File: src/rtl/pwm_timer_pkg.sv
package pwm_timer_pkg;

    localparam int REG_CTRL  = 0;
    localparam int REG_DIV   = 1;
    localparam int REG_LIMIT = 2;
    localparam int REG_CHCFG = 3;
    localparam int REG_CMP0  = 4;

    localparam int CFG_BITS  = 4;
    localparam int CTRL_UPD_BIT = 3;

    typedef struct packed {
        logic moe;
        logic preload;
        logic run;
    } ctrl_t;

    typedef struct packed {
        logic cpol;
        logic cen;
        logic pol;
        logic en;
    } chan_cfg_t;

    function automatic logic chan_main(input chan_cfg_t c, input logic ref_hi, input logic gate);
        return gate & c.en & (ref_hi ^ c.pol);
    endfunction

    function automatic logic chan_comp(input chan_cfg_t c, input logic ref_hi, input logic gate);
        return gate & c.en & c.cen & (~ref_hi ^ c.cpol);
    endfunction

endpackage

File: src/rtl/pwm_reg_bank.sv
module pwm_reg_bank
    import pwm_timer_pkg::*;
#(
    parameter int CNT_W  = 16,
    parameter int NCH    = 4,
    parameter int ADDR_W = 3,
    parameter int DATA_W = 16
) (
    input  logic                       clk,
    input  logic                       rst,
    input  logic                       wr_en,
    input  logic [ADDR_W-1:0]          wr_addr,
    input  logic [DATA_W-1:0]          wr_data,
    output ctrl_t                      ctrl,
    output logic                       upd_req,
    output logic [CNT_W-1:0]           div_pre,
    output logic [CNT_W-1:0]           lim_pre,
    output logic [NCH-1:0][CNT_W-1:0]  cmp_pre,
    output logic [NCH*CFG_BITS-1:0]    ch_cfg
);
    localparam int CFG_W = NCH * CFG_BITS;

    logic sel_ctrl, sel_div, sel_lim, sel_cfg;

    assign sel_ctrl = wr_en && (wr_addr == ADDR_W'(REG_CTRL));
    assign sel_div  = wr_en && (wr_addr == ADDR_W'(REG_DIV));
    assign sel_lim  = wr_en && (wr_addr == ADDR_W'(REG_LIMIT));
    assign sel_cfg  = wr_en && (wr_addr == ADDR_W'(REG_CHCFG));

    assign upd_req  = sel_ctrl && wr_data[CTRL_UPD_BIT];

    always_ff @(posedge clk) begin
        if (rst) begin
            ctrl    <= '0;
            div_pre <= '0;
            lim_pre <= '0;
            ch_cfg  <= '0;
        end else begin
            if (sel_ctrl) ctrl    <= ctrl_t'(wr_data[2:0]);
            if (sel_div)  div_pre <= wr_data[CNT_W-1:0];
            if (sel_lim)  lim_pre <= wr_data[CNT_W-1:0];
            if (sel_cfg)  ch_cfg  <= wr_data[CFG_W-1:0];
        end
    end

    for (genvar k = 0; k < NCH; k++) begin : g_cmp
        always_ff @(posedge clk) begin
            if (rst) begin
                cmp_pre[k] <= '0;
            end else if (wr_en && (wr_addr == ADDR_W'(REG_CMP0 + k))) begin
                cmp_pre[k] <= wr_data[CNT_W-1:0];
            end
        end
    end

endmodule

File: src/rtl/pwm_shadow.sv
module pwm_shadow #(
    parameter int CNT_W = 16,
    parameter int NCH   = 4
) (
    input  logic                       clk,
    input  logic                       rst,
    input  logic                       preload,
    input  logic                       uev,
    input  logic [CNT_W-1:0]           div_pre,
    input  logic [CNT_W-1:0]           lim_pre,
    input  logic [NCH-1:0][CNT_W-1:0]  cmp_pre,
    output logic [CNT_W-1:0]           div_eff,
    output logic [CNT_W-1:0]           lim_eff,
    output logic [NCH-1:0][CNT_W-1:0]  cmp_eff
);
    logic [CNT_W-1:0]          div_sh, lim_sh;
    logic [NCH-1:0][CNT_W-1:0] cmp_sh;

    always_ff @(posedge clk) begin
        if (rst) begin
            div_sh <= '0;
            lim_sh <= '0;
            cmp_sh <= '0;
        end else if (uev) begin
            div_sh <= div_pre;
            lim_sh <= lim_pre;
            cmp_sh <= cmp_pre;
        end
    end

    assign div_eff = preload ? div_sh : div_pre;
    assign lim_eff = preload ? lim_sh : lim_pre;
    assign cmp_eff = preload ? cmp_sh : cmp_pre;

endmodule

File: src/rtl/pwm_time_base.sv
module pwm_time_base #(
    parameter int CNT_W = 16
) (
    input  logic             clk,
    input  logic             rst,
    input  logic             run,
    input  logic             upd_req,
    input  logic [CNT_W-1:0] div_eff,
    input  logic [CNT_W-1:0] lim_eff,
    output logic [CNT_W-1:0] cnt,
    output logic             uev
);
    logic [CNT_W-1:0] div_cnt;
    logic             tick, at_top;

    assign tick   = run && (div_cnt >= div_eff);
    assign at_top = cnt >= lim_eff;
    assign uev    = upd_req || (tick && at_top);

    always_ff @(posedge clk) begin
        if (rst || upd_req) begin
            div_cnt <= '0;
            cnt     <= '0;
        end else if (run) begin
            div_cnt <= tick ? '0 : div_cnt + 1'b1;
            if (tick) cnt <= at_top ? '0 : cnt + 1'b1;
        end
    end

endmodule

File: src/rtl/pwm_chan_out.sv
module pwm_chan_out
    import pwm_timer_pkg::*;
#(
    parameter int CNT_W = 16
) (
    input  logic             clk,
    input  logic             rst,
    input  logic             gate,
    input  chan_cfg_t        cfg,
    input  logic [CNT_W-1:0] cnt,
    input  logic [CNT_W-1:0] cmp,
    output logic             out_main,
    output logic             out_comp
);
    logic ref_hi;

    assign ref_hi = cnt < cmp;

    always_ff @(posedge clk) begin
        if (rst) begin
            out_main <= 1'b0;
            out_comp <= 1'b0;
        end else begin
            out_main <= chan_main(cfg, ref_hi, gate);
            out_comp <= chan_comp(cfg, ref_hi, gate);
        end
    end

endmodule

File: src/rtl/multich_pwm_timer.sv
module multich_pwm_timer
    import pwm_timer_pkg::*;
#(
    parameter int CNT_W  = 16,
    parameter int NCH    = 4,
    parameter int ADDR_W = 3,
    parameter int DATA_W = 16
) (
    input  logic              clk,
    input  logic              rst,
    input  logic              wr_en,
    input  logic [ADDR_W-1:0] wr_addr,
    input  logic [DATA_W-1:0] wr_data,
    output logic [NCH-1:0]    pwm_out,
    output logic [NCH-1:0]    pwm_n_out
);
    localparam int CFG_W = NCH * CFG_BITS;

    ctrl_t                     ctrl;
    logic                      upd_req, uev;
    logic                      run_en, out_gate;
    logic [CNT_W-1:0]          div_pre, lim_pre, div_eff, lim_eff, cnt_q;
    logic [NCH-1:0][CNT_W-1:0] cmp_pre, cmp_eff;
    logic [CFG_W-1:0]          ch_cfg;

    assign run_en   = ctrl.run;
    assign out_gate = ctrl.run & ctrl.moe;

    pwm_reg_bank #(.CNT_W(CNT_W), .NCH(NCH), .ADDR_W(ADDR_W), .DATA_W(DATA_W)) u_regs (
        .clk(clk), .rst(rst), .wr_en(wr_en), .wr_addr(wr_addr), .wr_data(wr_data),
        .ctrl(ctrl), .upd_req(upd_req), .div_pre(div_pre), .lim_pre(lim_pre),
        .cmp_pre(cmp_pre), .ch_cfg(ch_cfg)
    );

    pwm_shadow #(.CNT_W(CNT_W), .NCH(NCH)) u_shadow (
        .clk(clk), .rst(rst), .preload(ctrl.preload), .uev(uev),
        .div_pre(div_pre), .lim_pre(lim_pre), .cmp_pre(cmp_pre),
        .div_eff(div_eff), .lim_eff(lim_eff), .cmp_eff(cmp_eff)
    );

    pwm_time_base #(.CNT_W(CNT_W)) u_base (
        .clk(clk), .rst(rst), .run(run_en), .upd_req(upd_req),
        .div_eff(div_eff), .lim_eff(lim_eff), .cnt(cnt_q), .uev(uev)
    );

    for (genvar k = 0; k < NCH; k++) begin : g_ch
        pwm_chan_out #(.CNT_W(CNT_W)) u_ch (
            .clk(clk), .rst(rst), .gate(out_gate),
            .cfg(chan_cfg_t'(ch_cfg[k*CFG_BITS +: CFG_BITS])),
            .cnt(cnt_q), .cmp(cmp_eff[k]),
            .out_main(pwm_out[k]), .out_comp(pwm_n_out[k])
        );
    end

endmodule

File: config.mk
export PLATFORM = sky130hd
export DESIGN_NAME = multich_pwm_timer
export DESIGN_NICKNAME = d
export VERILOG_FILES = /design/src/rtl/pwm_timer_pkg.sv /design/src/rtl/pwm_reg_bank.sv /design/src/rtl/pwm_shadow.sv /design/src/rtl/pwm_time_base.sv /design/src/rtl/pwm_chan_out.sv /design/src/rtl/multich_pwm_timer.sv
export SDC_FILE = /design/constraint.sdc
export NUM_CORES = 1
export LEC_CHECK = 0
export BUFFER_PORTS_ARGS = -buffer_cell sky130_fd_sc_hd__buf_2
export CORE_MARGIN = 2
export CORE_UTILIZATION = 40
export CTS_BUF_LIST = sky130_fd_sc_hd__clkbuf_4
export DETAILED_ROUTE_END_ITERATION = 6
export GPL_ROUTABILITY_DRIVEN = 0
export HOLD_SLACK_MARGIN = 0.1
export PLACE_DENSITY = 0.62
export SKIP_LAST_GASP = 1
export SLEW_MARGIN = 20
export SYNTH_ARGS = -nofsm -noshare
export SYNTH_HDL_FRONTEND = slang
export SYNTH_SLANG_ARGS = --single-unit
File: constraint.sdc
create_clock -name clk -period 3.3 [get_ports clk]
set_input_delay 0.495 -clock clk [delete_from_list [all_inputs] [get_ports clk]]
set_output_delay 0.495 -clock clk [all_outputs]
set_load 0.01 [all_outputs]
==> results.sh <==
export IMPL_num_nets_final=1626
export IMPL_areaGrowthSynthToFinish_pct=10.5
export IMPL_synthArstFlopShare=0
export IMPL_cts_repair_resized=0
export IMPL_syn_nets=1596
export IMPL_dp_cells=1877
export IMPL_clk_latency_ns=0.72
export IMPL_syn_area_um2=13100
export IMPL_first_iter_violations=652
export IMPL_grt_ovfl_total=0
export IMPL_antenna_left=0
export IMPL_setup_viol=0
export IMPL_cp_end_kind="register"
export IMPL_gr_usage_met3=0.0423
export IMPL_synth_xor_area_frac=0.0141
export IMPL_finalSetupTns_ns=0
export IMPL_fin_cells=1996
export IMPL_vias_per_cell=5.20
export IMPL_utilization=0.446
export IMPL_relSlewSlack=0.383
export IMPL_cts_root_buffer="clkbuf_4"
export IMPL_syn_inst=1480
export IMPL_finalHoldViolations=0
export IMPL_crit_arrival_ns=3.44
export IMPL_maxCapViolCount=0
export IMPL_slew_viol_final=0
export IMPL_antenna_found_initial=4
export IMPL_crit_type="register to register"
export IMPL_dr_pass1_iters=5
export IMPL_vias=10400
export IMPL_peakVddDrop_uv=234
export IMPL_muxShareOfSynthArea=0.150
export IMPL_fin_crit_sh=0.862
export IMPL_hpwlAfterDp_mm=20.8
export IMPL_synth_compound_area_frac=0.0996
export IMPL_grt_pass1_wl_mm=52.7
export IMPL_drt_total_wl_mm=32.9
export IMPL_grt_max_degree=223
export IMPL_synth_edf_count=0
export IMPL_met2_usage=0.323
export IMPL_clockBufferDepth=3
export IMPL_yosys_warnings=0
export IMPL_port_buffers=29
export IMPL_status="finished clean"
export IMPL_drcViolationCount=0
export IMPL_htreeDepth=3
export IMPL_dieWidth_um=185
export IMPL_avgSynthCellArea_um2=8.82
export IMPL_num_rows=66
export IMPL_leakage_uw=0.00496
export IMPL_drive_gt1_frac=0.106
export IMPL_cts_tree="built"
export IMPL_die_h_um=185
export IMPL_cp_start_kind="register"
export IMPL_fin_area_um2=14400
export IMPL_wire_per_inst_um=16.5
export IMPL_fin_crit_ns=2.84
export IMPL_worst_pin_slew_ns=0.923
export IMPL_ys_flop_type="dfxtp_1"
export IMPL_powerDensity_nw_per_um2=440
export IMPL_timing_fmax_mhz=352
export IMPL_io_pins=30
export IMPL_yosysSeqAreaShare=0.385
export IMPL_synth_seq_cells=251
export IMPL_cts_num_sinks=251
export IMPL_cp_data_required_time_ns=3.89
export IMPL_worstHoldPathType="input port to register"
export IMPL_path_clk_slew_ns=0.07
export IMPL_start_util=0.403
export IMPL_rsz0062_at_grt="no"
export IMPL_ff2ff_setup_slack_ns=0.46
export IMPL_finClkSkew_ns=0.0702
export IMPL_cts_made_buffers=72
export IMPL_holdWs_ns=0.149
export IMPL_synth_top_family_by_area="simple AND/OR/NAND/NOR gates"
export IMPL_dpl_instance_area_um2=13600
export IMPL_grt_pass1_vias=9909
export IMPL_busiest_layer="met2"
export IMPL_grt_total_usage=0.197
export IMPL_grt_use_met1=0.250
export IMPL_ys_types=47
export IMPL_core_area_um2=32400
export IMPL_die_area_um2=34100
export IMPL_cp_max_fo=56
export IMPL_synth_adder_area_share=0.0901
export IMPL_synth_simple_gate_area_frac=0.225
sequential cells by signal (all words and copies together) (netlist names):
name,flops
u_regs.lim_pre,16
u_shadow.lim_sh,16
u_regs.div_pre,16
u_base.div_cnt,16
g_ch.u_ch.out_main,4
u_shadow.cmp_sh,64
u_base.cnt,16
u_regs.cmp_pre,64
u_regs.ctrl,3
u_regs.ch_cfg,16
g_ch.u_ch.out_comp,4
u_shadow.div_sh,16
cell usage in the layout, fill, tap and decap left out, drive strengths merged, types with 7 or more instances in the layout:
cell type    n
o211ai       8
xnor2        8
dfxtp      251
a21oi      154
inv         11
nor3         9
nand3       26
clkinv       9
nand4       12
nand2b     198
and4         7
xor2        13
nor2        36
a21o        11
and3        12
or4         10
buf         48
nand2      263
ha          94
o21ai       20
clkbuf     102
or3          7
mux2i      194
per-stage QoR:
step / setup slack, ns / total power (uW)
after global placement: 0.491 / 3580
after global routing: 0.123 / 6650
after detailed placement: 0.424 / 3590
final: 0.456 / 6340
after floorplan: 0.00335 / 3450
after CTS: 0.429 / 6440
worst max-delay path, cell delays in order, from the launching register on:
cell	delay, ns
dfxtp_4	0.40
buf_4	0.30
mux2_2	0.38
ha_1	0.26
nand2b_1	0.09
a31oi_1	0.08
o21ai_1	0.21
a21oi_2	0.15
o21ai_4	0.25
buf_12	0.41
mux2i_1	0.24
layout make-up:
type                    count  area, um2
diodes                      3       7.51
flip-flops and latches    251       5030
multi-input cells        1127       7580
well taps                 442        553
clock buffers             102        766
repair buffers             49        367
clock inverters            13       85.1
inverters                   9       33.8
fillers                  3225      17900
where the power goes:
part / leakage [uW] / internal [uW] / switching, uW
sequential: 0.00203 / 3060 / 24.1
clock: 0.000511 / 1480 / 1340
combinational: 0.00242 / 164 / 273
total: 0.00496 / 4710 / 1630
cells in the mapped netlist (12+ instances only):
cell / n / area share
dfxtp_1: 251 / 0.38
nand2b_1: 197 / 0.094
mux2i_1: 194 / 0.15
ha_1: 94 / 0.090
and3_1: 12 / 0.0057
nand4_1: 12 / 0.0057
nand3_1: 26 / 0.010
a21oi_1: 152 / 0.058
xor2_1: 13 / 0.0087
nor2_1: 36 / 0.010
o21ai_0: 17 / 0.0065
clkbuf_1: 61 / 0.018
buf_2: 12 / 0.0046
nand2_1: 263 / 0.076
timing repair:
action,in CTS,in global routing
endpoints found under the hold margin,2,0
endpoints found under the setup margin,0,0
hold buffers,1,0
setup buffers,0,0
kinds of logic after synthesis:
logic type | count (synthesis)
fa+ha+maj | 94
compound gates | 226
simple gates | 590
flops | 251
mux | 196
xor+xnor | 21
buf+inv | 102
path summary, 6_finish.rpt:
check,startpoint,end,cells after the start
max,u_regs.ctrl[1]$_SDFFE_PP0P_,u_shadow.div_sh[3]$_SDFFE_PP0P_,10
min,wr_data[10],u_regs.cmp_pre[26]$_SDFFE_PP0P_,3
min reg2reg,u_regs.ch_cfg[12]$_SDFFE_PP0P_,g_ch[3].u_ch.out_comp$_SDFF_PP0_,2
max reg2reg,u_regs.ctrl[1]$_SDFFE_PP0P_,u_shadow.div_sh[3]$_SDFFE_PP0P_,10
routing by layer:
metal,part of all wire,routed length (um)
met4,0.031,1020
met5,0,0
met1,0.46,15200
met3,0.045,1470
met2,0.46,15200
Note: power is estimated with default switching activity, not from simulation.
